File: src/rtl/rs485_dir_pkg.sv
package rs485_dir_pkg;

  typedef enum logic [1:0] {
    ST_IDLE   = 2'd0,
    ST_RXOFF  = 2'd1,
    ST_ACTIVE = 2'd2,
    ST_RXON   = 2'd3
  } dirState_t;

  // One-cycle write strobes from control to the register datapath
  typedef struct packed {
    logic rxOff;     // clear receiver enable
    logic rtsSend;   // load RTS control with send level
    logic rtsAfter;  // load RTS control with after-send level
    logic rxOn;      // set receiver enable
  } dirStrobe_t;

endpackage

File: src/rtl/rs485_dir_fsm.sv
module rs485_dir_fsm
  import rs485_dir_pkg::*;
(
  input  logic       clk,
  input  logic       rstN,
  input  logic       txStartReq,
  input  logic       txFifoEmpty,
  input  logic       txShiftIdle,
  input  logic       cfgRxDuringTx,
  output dirStrobe_t strobe,
  output logic       busy
);

  dirState_t state, stateNext;
  logic      sawBusy, sawBusyNext;
  logic      gateRx, gateRxNext;
  logic      txDrained;

  assign txDrained = txFifoEmpty & txShiftIdle;

  always_comb begin
    stateNext   = state;
    sawBusyNext = sawBusy;
    gateRxNext  = gateRx;
    strobe      = '0;
    unique case (state)
      ST_IDLE: begin
        sawBusyNext = 1'b0;
        if (txStartReq) begin
          stateNext    = ST_RXOFF;
          gateRxNext   = ~cfgRxDuringTx;
          strobe.rxOff = ~cfgRxDuringTx;
        end
      end
      ST_RXOFF: begin
        strobe.rtsSend = 1'b1;
        sawBusyNext    = sawBusy | ~txDrained;
        stateNext      = ST_ACTIVE;
      end
      ST_ACTIVE: begin
        if (sawBusy && txDrained) begin
          strobe.rtsAfter = 1'b1;
          stateNext       = ST_RXON;
        end else begin
          sawBusyNext = sawBusy | ~txDrained;
        end
      end
      ST_RXON: begin
        strobe.rxOn = gateRx;
        stateNext   = ST_IDLE;
      end
      default: stateNext = ST_IDLE;
    endcase
  end

  always_ff @(posedge clk) begin
    if (!rstN) begin
      state   <= ST_IDLE;
      sawBusy <= 1'b0;
      gateRx  <= 1'b0;
    end else begin
      state   <= stateNext;
      sawBusy <= sawBusyNext;
      gateRx  <= gateRxNext;
    end
  end

  assign busy = (state != ST_IDLE);

endmodule

File: src/rtl/rs485_dir_regs.sv
module rs485_dir_regs
  import rs485_dir_pkg::*;
#(
  parameter bit RTS_INVERTED = 1'b1
) (
  input  logic       clk,
  input  logic       rstN,
  input  dirStrobe_t strobe,
  input  logic       cfgRtsOnSend,
  input  logic       cfgRtsAfterSend,
  output logic       rtsPin,
  output logic       rxEnable,
  output logic       txEnable
);

  // Control bit value that leaves the pin low after reset
  localparam logic RTS_CTRL_RST = RTS_INVERTED;

  logic rtsCtrl;
  logic rxEnBit;
  logic txEnBit;

  always_ff @(posedge clk) begin
    if (!rstN) begin
      rtsCtrl <= RTS_CTRL_RST;
      rxEnBit <= 1'b1;
      txEnBit <= 1'b1;
    end else begin
      if (strobe.rtsSend)       rtsCtrl <= cfgRtsOnSend ^ RTS_INVERTED;
      else if (strobe.rtsAfter) rtsCtrl <= cfgRtsAfterSend ^ RTS_INVERTED;
      if (strobe.rxOff)         rxEnBit <= 1'b0;
      else if (strobe.rxOn)     rxEnBit <= 1'b1;
      txEnBit <= txEnBit;
    end
  end

  generate
    if (RTS_INVERTED) begin : g_inv
      assign rtsPin = ~rtsCtrl;
    end else begin : g_direct
      assign rtsPin = rtsCtrl;
    end
  endgenerate

  assign rxEnable = rxEnBit;
  assign txEnable = txEnBit;

endmodule

File: src/rtl/rs485_dir_ctrl.sv
module rs485_dir_ctrl
  import rs485_dir_pkg::*;
#(
  parameter bit RTS_INVERTED = 1'b1
) (
  input  logic clk,
  input  logic rstN,
  input  logic txStartReq,
  input  logic txFifoEmpty,
  input  logic txShiftIdle,
  input  logic cfgRtsOnSend,
  input  logic cfgRtsAfterSend,
  input  logic cfgRxDuringTx,
  output logic rtsPin,
  output logic rxEnable,
  output logic txEnable,
  output logic busy
);

  dirStrobe_t strobe;

  rs485_dir_fsm u_fsm (
    .clk          (clk),
    .rstN         (rstN),
    .txStartReq   (txStartReq),
    .txFifoEmpty  (txFifoEmpty),
    .txShiftIdle  (txShiftIdle),
    .cfgRxDuringTx(cfgRxDuringTx),
    .strobe       (strobe),
    .busy         (busy)
  );

  rs485_dir_regs #(.RTS_INVERTED(RTS_INVERTED)) u_regs (
    .clk            (clk),
    .rstN           (rstN),
    .strobe         (strobe),
    .cfgRtsOnSend   (cfgRtsOnSend),
    .cfgRtsAfterSend(cfgRtsAfterSend),
    .rtsPin         (rtsPin),
    .rxEnable       (rxEnable),
    .txEnable       (txEnable)
  );

endmodule

File: config.mk
export PLATFORM = sky130hd
export DESIGN_NAME = rs485_dir_ctrl
export DESIGN_NICKNAME = d
export VERILOG_FILES = /design/src/rtl/rs485_dir_pkg.sv /design/src/rtl/rs485_dir_fsm.sv /design/src/rtl/rs485_dir_regs.sv /design/src/rtl/rs485_dir_ctrl.sv
export SDC_FILE = /design/constraint.sdc
export NUM_CORES = 1
export LEC_CHECK = 0
export BUFFER_PORTS_ARGS = -buffer_cell sky130_fd_sc_hd__buf_4
export CAP_MARGIN = 20
export CORE_AREA = 3 3 40 42
export CTS_CLUSTER_SIZE = 30
export DETAILED_ROUTE_END_ITERATION = 6
export DIE_AREA = 0 0 43 45
export GPL_ROUTABILITY_DRIVEN = 0
export GPL_TIMING_DRIVEN = 0
export MAX_ROUTING_LAYER = met4
export SETUP_SLACK_MARGIN = 0.4
export SLEW_MARGIN = 15
export SYNTH_ARGS = -nofsm -noshare
export SYNTH_HDL_FRONTEND = slang
export SYNTH_SLANG_ARGS = --single-unit
File: constraint.sdc
create_clock -name clk -period 1.3 [get_ports clk]
set_input_delay 0.26 -clock clk [delete_from_list [all_inputs] [get_ports clk]]
set_output_delay 0.26 -clock clk [all_outputs]
set_load 0.1 [all_outputs]
### Word-level counts from Yosys, hierarchy flattened

Cells that the tools add are included.

* register bits: 6
* output and inout bits: 4
* input port bits: 8
* logic and storage cells: 42

* muxes and demuxes: 15
* equality and inequality tests: 6
* bitwise logic cells: 7
* reductions and logical operators: 9

Operator list (count)
* two-way mux 1 bit: 11
* one-hot mux 2 bit (4 select lines): 1
* AND reduction 2 bit: 3
* nonzero test 2 bit: 3
* inverter 1 bit: 5
* equality test 2 bit (second input constant): 2
* two-way mux 2 bit: 2
* != test 2 bit (second input constant): 2
* one-hot mux 1 bit (3 select lines): 1
* nonzero test 3 bit: 1
* equality test 2 x 1 -> 1 bit (second input constant): 1
* logical NOT 2 bit: 1
* != test 2 x 1 -> 1 bit (second input constant): 1
* AND 1 bit: 1
* logical AND 1 bit: 1
* bitwise OR 1 bit: 1

### Logic depth before layout (Yosys ltp)

* depth in word-level cells: 6
* mapped depth: 5
* gate-level depth less buffers: 5

### Hierarchy

From an unflattened synthesis, not the netlist that was laid out.

* cell total of the unflattened synthesis: 42
* area, all modules: 344.1 µm²

Modules (own cells, without submodules)
* rs485_dir_fsm: times used 1, cells an instance 31, seq. area each 80.1 µm², area each 255.2 µm²
* rs485_dir_regs: times used 1, cells an instance 11, seq. area each 40.0 µm², area each 88.8 µm²

### Worst setup path before layout

OpenSTA, ideal clock, no wires.

* path kind: register -> output
* start point: register u_fsm.state[0]
* end point: output busy
* buffers on the path: 0
* data required time: 1.040 ns
* path slack: -0.260 ns
* data arrival time: 1.300 ns
* cell stages (with the launch flop): 4
* cell sequence: dfxtp_1 inv_1 ha_1 inv_1

* cells in the longest elaborated chain, start to end: 1

Ends and longest elaborated chain
* from (decl): RTL line rs485_dir_fsm.sv:14 `dirState_t state, stateNext;`
* from (signal assigned): RTL line rs485_dir_fsm.sv:62 `state <= stateNext;`
* nonzero test 2 bit: RTL line rs485_dir_fsm.sv:68 `assign busy = (state != ST_IDLE);`
* to (decl): RTL line rs485_dir_ctrl.sv:17 `output logic busy`

No other way between the ends.

### Worst setup path after layout

Ends and elaborated chain as after synthesis.

==> results_dict.tcl <==
set metrics [dict create \
    post_detailed_route_wirelength_per_cell_um 10.74 \
    cts-root-to-sink-buffers 2 \
    synth.net_count 56 \
    core.rowCount 13 \
    io_pins 12 \
    chipHeight_um 45 \
    status "finished, violations left" \
    hpwl_um 586.5 \
    post_cts_hold_buffer_count 0 \
    initial_drc_count 6 \
    power_density_nw_per_um2 2329 \
    hold_viol_final 0 \
    design.die.area_um2 1935 \
    setup-violations-final 2 \
    cp_cell_sequence "inv_4 > ha_4 > clkinvlp_4 > buf_12" \
    period_minus_slack_ps 1326 \
    worst_path_max_delay_cell "sky130_fd_sc_hd__dfxtp_4" \
    total_inserted_antenna_cells 0 \
    first_global_vias 323 \
    worst_setup_hold_path_clk_slew_ps 50 \
    seq_area_frac_synth_pct 32.11 \
    global_route.overflow_total 0 \
    dp_cells 67 \
    violations "negative setup slack" \
    design_area_um2 613.1 \
    period_share_pct 102.0 \
    clock.fmax_ghz 0.7544 \
    drc_errors 0 \
    critPathCaptureType "output port" \
    final_critical_path_setup_slack_ps -25.54 \
    grt.total_usage_pct 10.55 \
    instances_no_fill 76 \
    critical_path.startpoint_type "flip-flop" \
    post_drt_via_cell_ratio 4.500 \
    cp.required_ps 1040 \
    total_power_uw 1428 \
    die_outline_width_um 43 \
    vdd_ir_drop_max_mv 0.9867 \
    post_synth_inst_count 42 \
    placeableCoreArea_um2 1285 \
    dr.pass1.iters 3 \
    clk-insertion-delay-late_ps 250 \
    clkSinkCount 6 \
    area_growth_syn_to_layout_pct 63.88 \
    area_leader_netlist "sky130_fd_sc_hd__dfxtp_1" \
    yosys_register_bits 6 \
    cts_buf_count 3 \
    drtAntennaViolNets 0 \
    met2_length_um 381 \
    place_worst_setup_slack_ps -11.89 \
    synth_cell_type_count 20 \
    timing.setup.critical_path_class "reg -> out" \
    layout.nets 76 \
    finalClockSkew_ps 3.749 \
    layout-drive-gt1-share_pct 54.10 \
    hold_ws_ps 221.1 \
    post_synth_instance_area_um2 374.1 \
    clk_root_buffer_cell "sky130_fd_sc_hd__clkbuf_4" \
    wl_met3_um 77 \
    initial_util_pct 29.11 \
    routed.top_layer "met4" \
    leakagePower_uw 0.0002712 \
    maxSlewViolCount 0 \
    io_buffers 10 \
    post_synth_main_area_contributors "sky130_fd_sc_hd__dfxtp_1 (32%), sky130_fd_sc_hd__ha_1 (20%), sky130_fd_sc_hd__inv_1 (6.0%)" \
    placed_cell_area_um2 499.2 \
    htreeDepth 1 \
    grt_antenna_before_repair 0 \
    syn_area_per_cell_um2 8.907 \
    synth-warning-count 0 \
    cap_violations 0 \
    finalWirelength_um 816 \
    grt_first_pass_wirelength_mm 1.380 \
    synth_largest_type_area_fraction_pct 32.11 \
    vias 342 \
    timing.critical_path.fanout_max 4 \
    tritoncts_clock_tree "yes" \
    cp_slowest_stage_delay_ps 350 \
    tightest_hold_check_type "in -> reg" \
    met1Wirelength_um 348 \
    grt_start_max_net_pins 7 \
    rsz0062_at_grt "true" \
    crit_arrival_ps 1070 \
]
==> state kept, by name, summed over array words and instances, names as in the netlist <==
register and flops:
u_regs.rtsCtrl 1, u_fsm.sawBusy 1, u_fsm.state 2, u_fsm.gateRx 1
u_regs.rxEnable 1
==> path summary, 6_finish.rpt <==
| path | slack (ps) | startpoint | to | cells after the start |
|---|---|---|---|---|
| hold / removal | 220 | rstN | u_regs.rxEnable | 2 |
| setup reg to reg | -10 | u_fsm.state[0] | u_fsm.state[0] | 6 |
| setup / recovery | -30 | u_fsm.state[0] | busy | 4 |
| hold reg to reg | 500 | u_fsm.state[0] | u_fsm.state[0] | 1 |
==> power by group <==
group          switching [uW]  total, uW  internal (uW)
combinational             498        894            396
sequential               68.3        335            267
clock                    81.1        198            117
total                     648       1430            780
==> through the flow <==
stage	utilization (%)	TNS [ps]
floorplan	-	0
global route	47.71	-160.1
finish	47.71	-31.13
global placement	38.85	0
CTS	47.52	-47.92
detailed placement	38.85	-11.89
==> cell families after synthesis <==
kind of cell / after synthesis / share of synthesized area [%]
other: 1 / 1.002
AO/OA/AOI/OAI: 11 / 19.40
AND/OR/NAND/NOR: 10 / 16.72
multiplexers: 1 / 2.676
adder cells (fa/ha/maj): 6 / 20.07
buffers and inverters: 7 / 8.027
flip-flops: 6 / 32.11
==> Yosys cell counts <==
| library cell | count |
|---|---|
| sky130_fd_sc_hd__ha_1 | 6 |
| sky130_fd_sc_hd__o31a_2 | 1 |
| sky130_fd_sc_hd__nor2_1 | 1 |
| sky130_fd_sc_hd__a21oi_1 | 3 |
| sky130_fd_sc_hd__nor3_1 | 1 |
| sky130_fd_sc_hd__o21ai_0 | 3 |
| sky130_fd_sc_hd__a311o_1 | 1 |
| sky130_fd_sc_hd__nand2_1 | 4 |
| sky130_fd_sc_hd__o21a_1 | 1 |
| sky130_fd_sc_hd__a31oi_1 | 1 |
| sky130_fd_sc_hd__a311oi_1 | 1 |
| sky130_fd_sc_hd__nand3b_1 | 1 |
| sky130_fd_sc_hd__inv_1 | 6 |
| sky130_fd_sc_hd__mux2i_1 | 1 |
| sky130_fd_sc_hd__nor2b_4 | 1 |
| sky130_fd_sc_hd__nand4_2 | 1 |
| sky130_fd_sc_hd__buf_4 | 1 |
| sky130_fd_sc_hd__dfxtp_1 | 6 |
| sky130_fd_sc_hd__nand3_1 | 1 |
| sky130_fd_sc_hd__conb_1 | 1 |
==> layout by cell type, fill, tap and decap left out, drive strengths merged <==
cell type,synthesis,routed
buf,1,16
ha,6,6
dfxtp,6,6
nand2,4,4
clkbuf,0,4
inv,6,4
a21oi,3,3
o21ai,3,3
clkinvlp,0,2
nor2,1,1
nand3,1,1
nor2b,1,1
mux2i,1,1
a311oi,1,1
o31a,1,1
o21a,1,1
nand4,1,1
nor3,1,1
a311o,1,1
nand3b,1,1
a31oi,1,1
conb,1,1
==> metal layers <==
metal | track usage [%] | up-vias
li1 | - | 180
met1 | 11.08 | 147
met2 | 15.57 | 13
met3 | 7.570 | 2
met4 | 3.614 | 0
met5 | - | -
==> worst max-delay path: cells and delay by family (launching register included) <==
kind / cells / cell delay, ps
flops: 1 / 350
fa+ha+maj: 1 / 140
buf+inv: 3 / 330
==> layout make-up <==
class | instances | area, um^2
inverters | 6 | 35.03
fillers | 120 | 671.9
multi-input cells | 29 | 242.7
clock buffers | 4 | 26.28
flip-flops and latches | 6 | 132.6
repair buffers | 15 | 150.1
well taps | 15 | 18.77
plain buffers | 1 | 7.507
==> repair_timing <==
action                                 in CTS  in global routing
endpoints found under the hold margin       0                  0
resized for setup                          13                  2
setup endpoints to repair                   9                  9
buffers inserted                            5                  0
pin swaps                                   2                  1
Note: power is estimated with default switching activity, not from simulation.
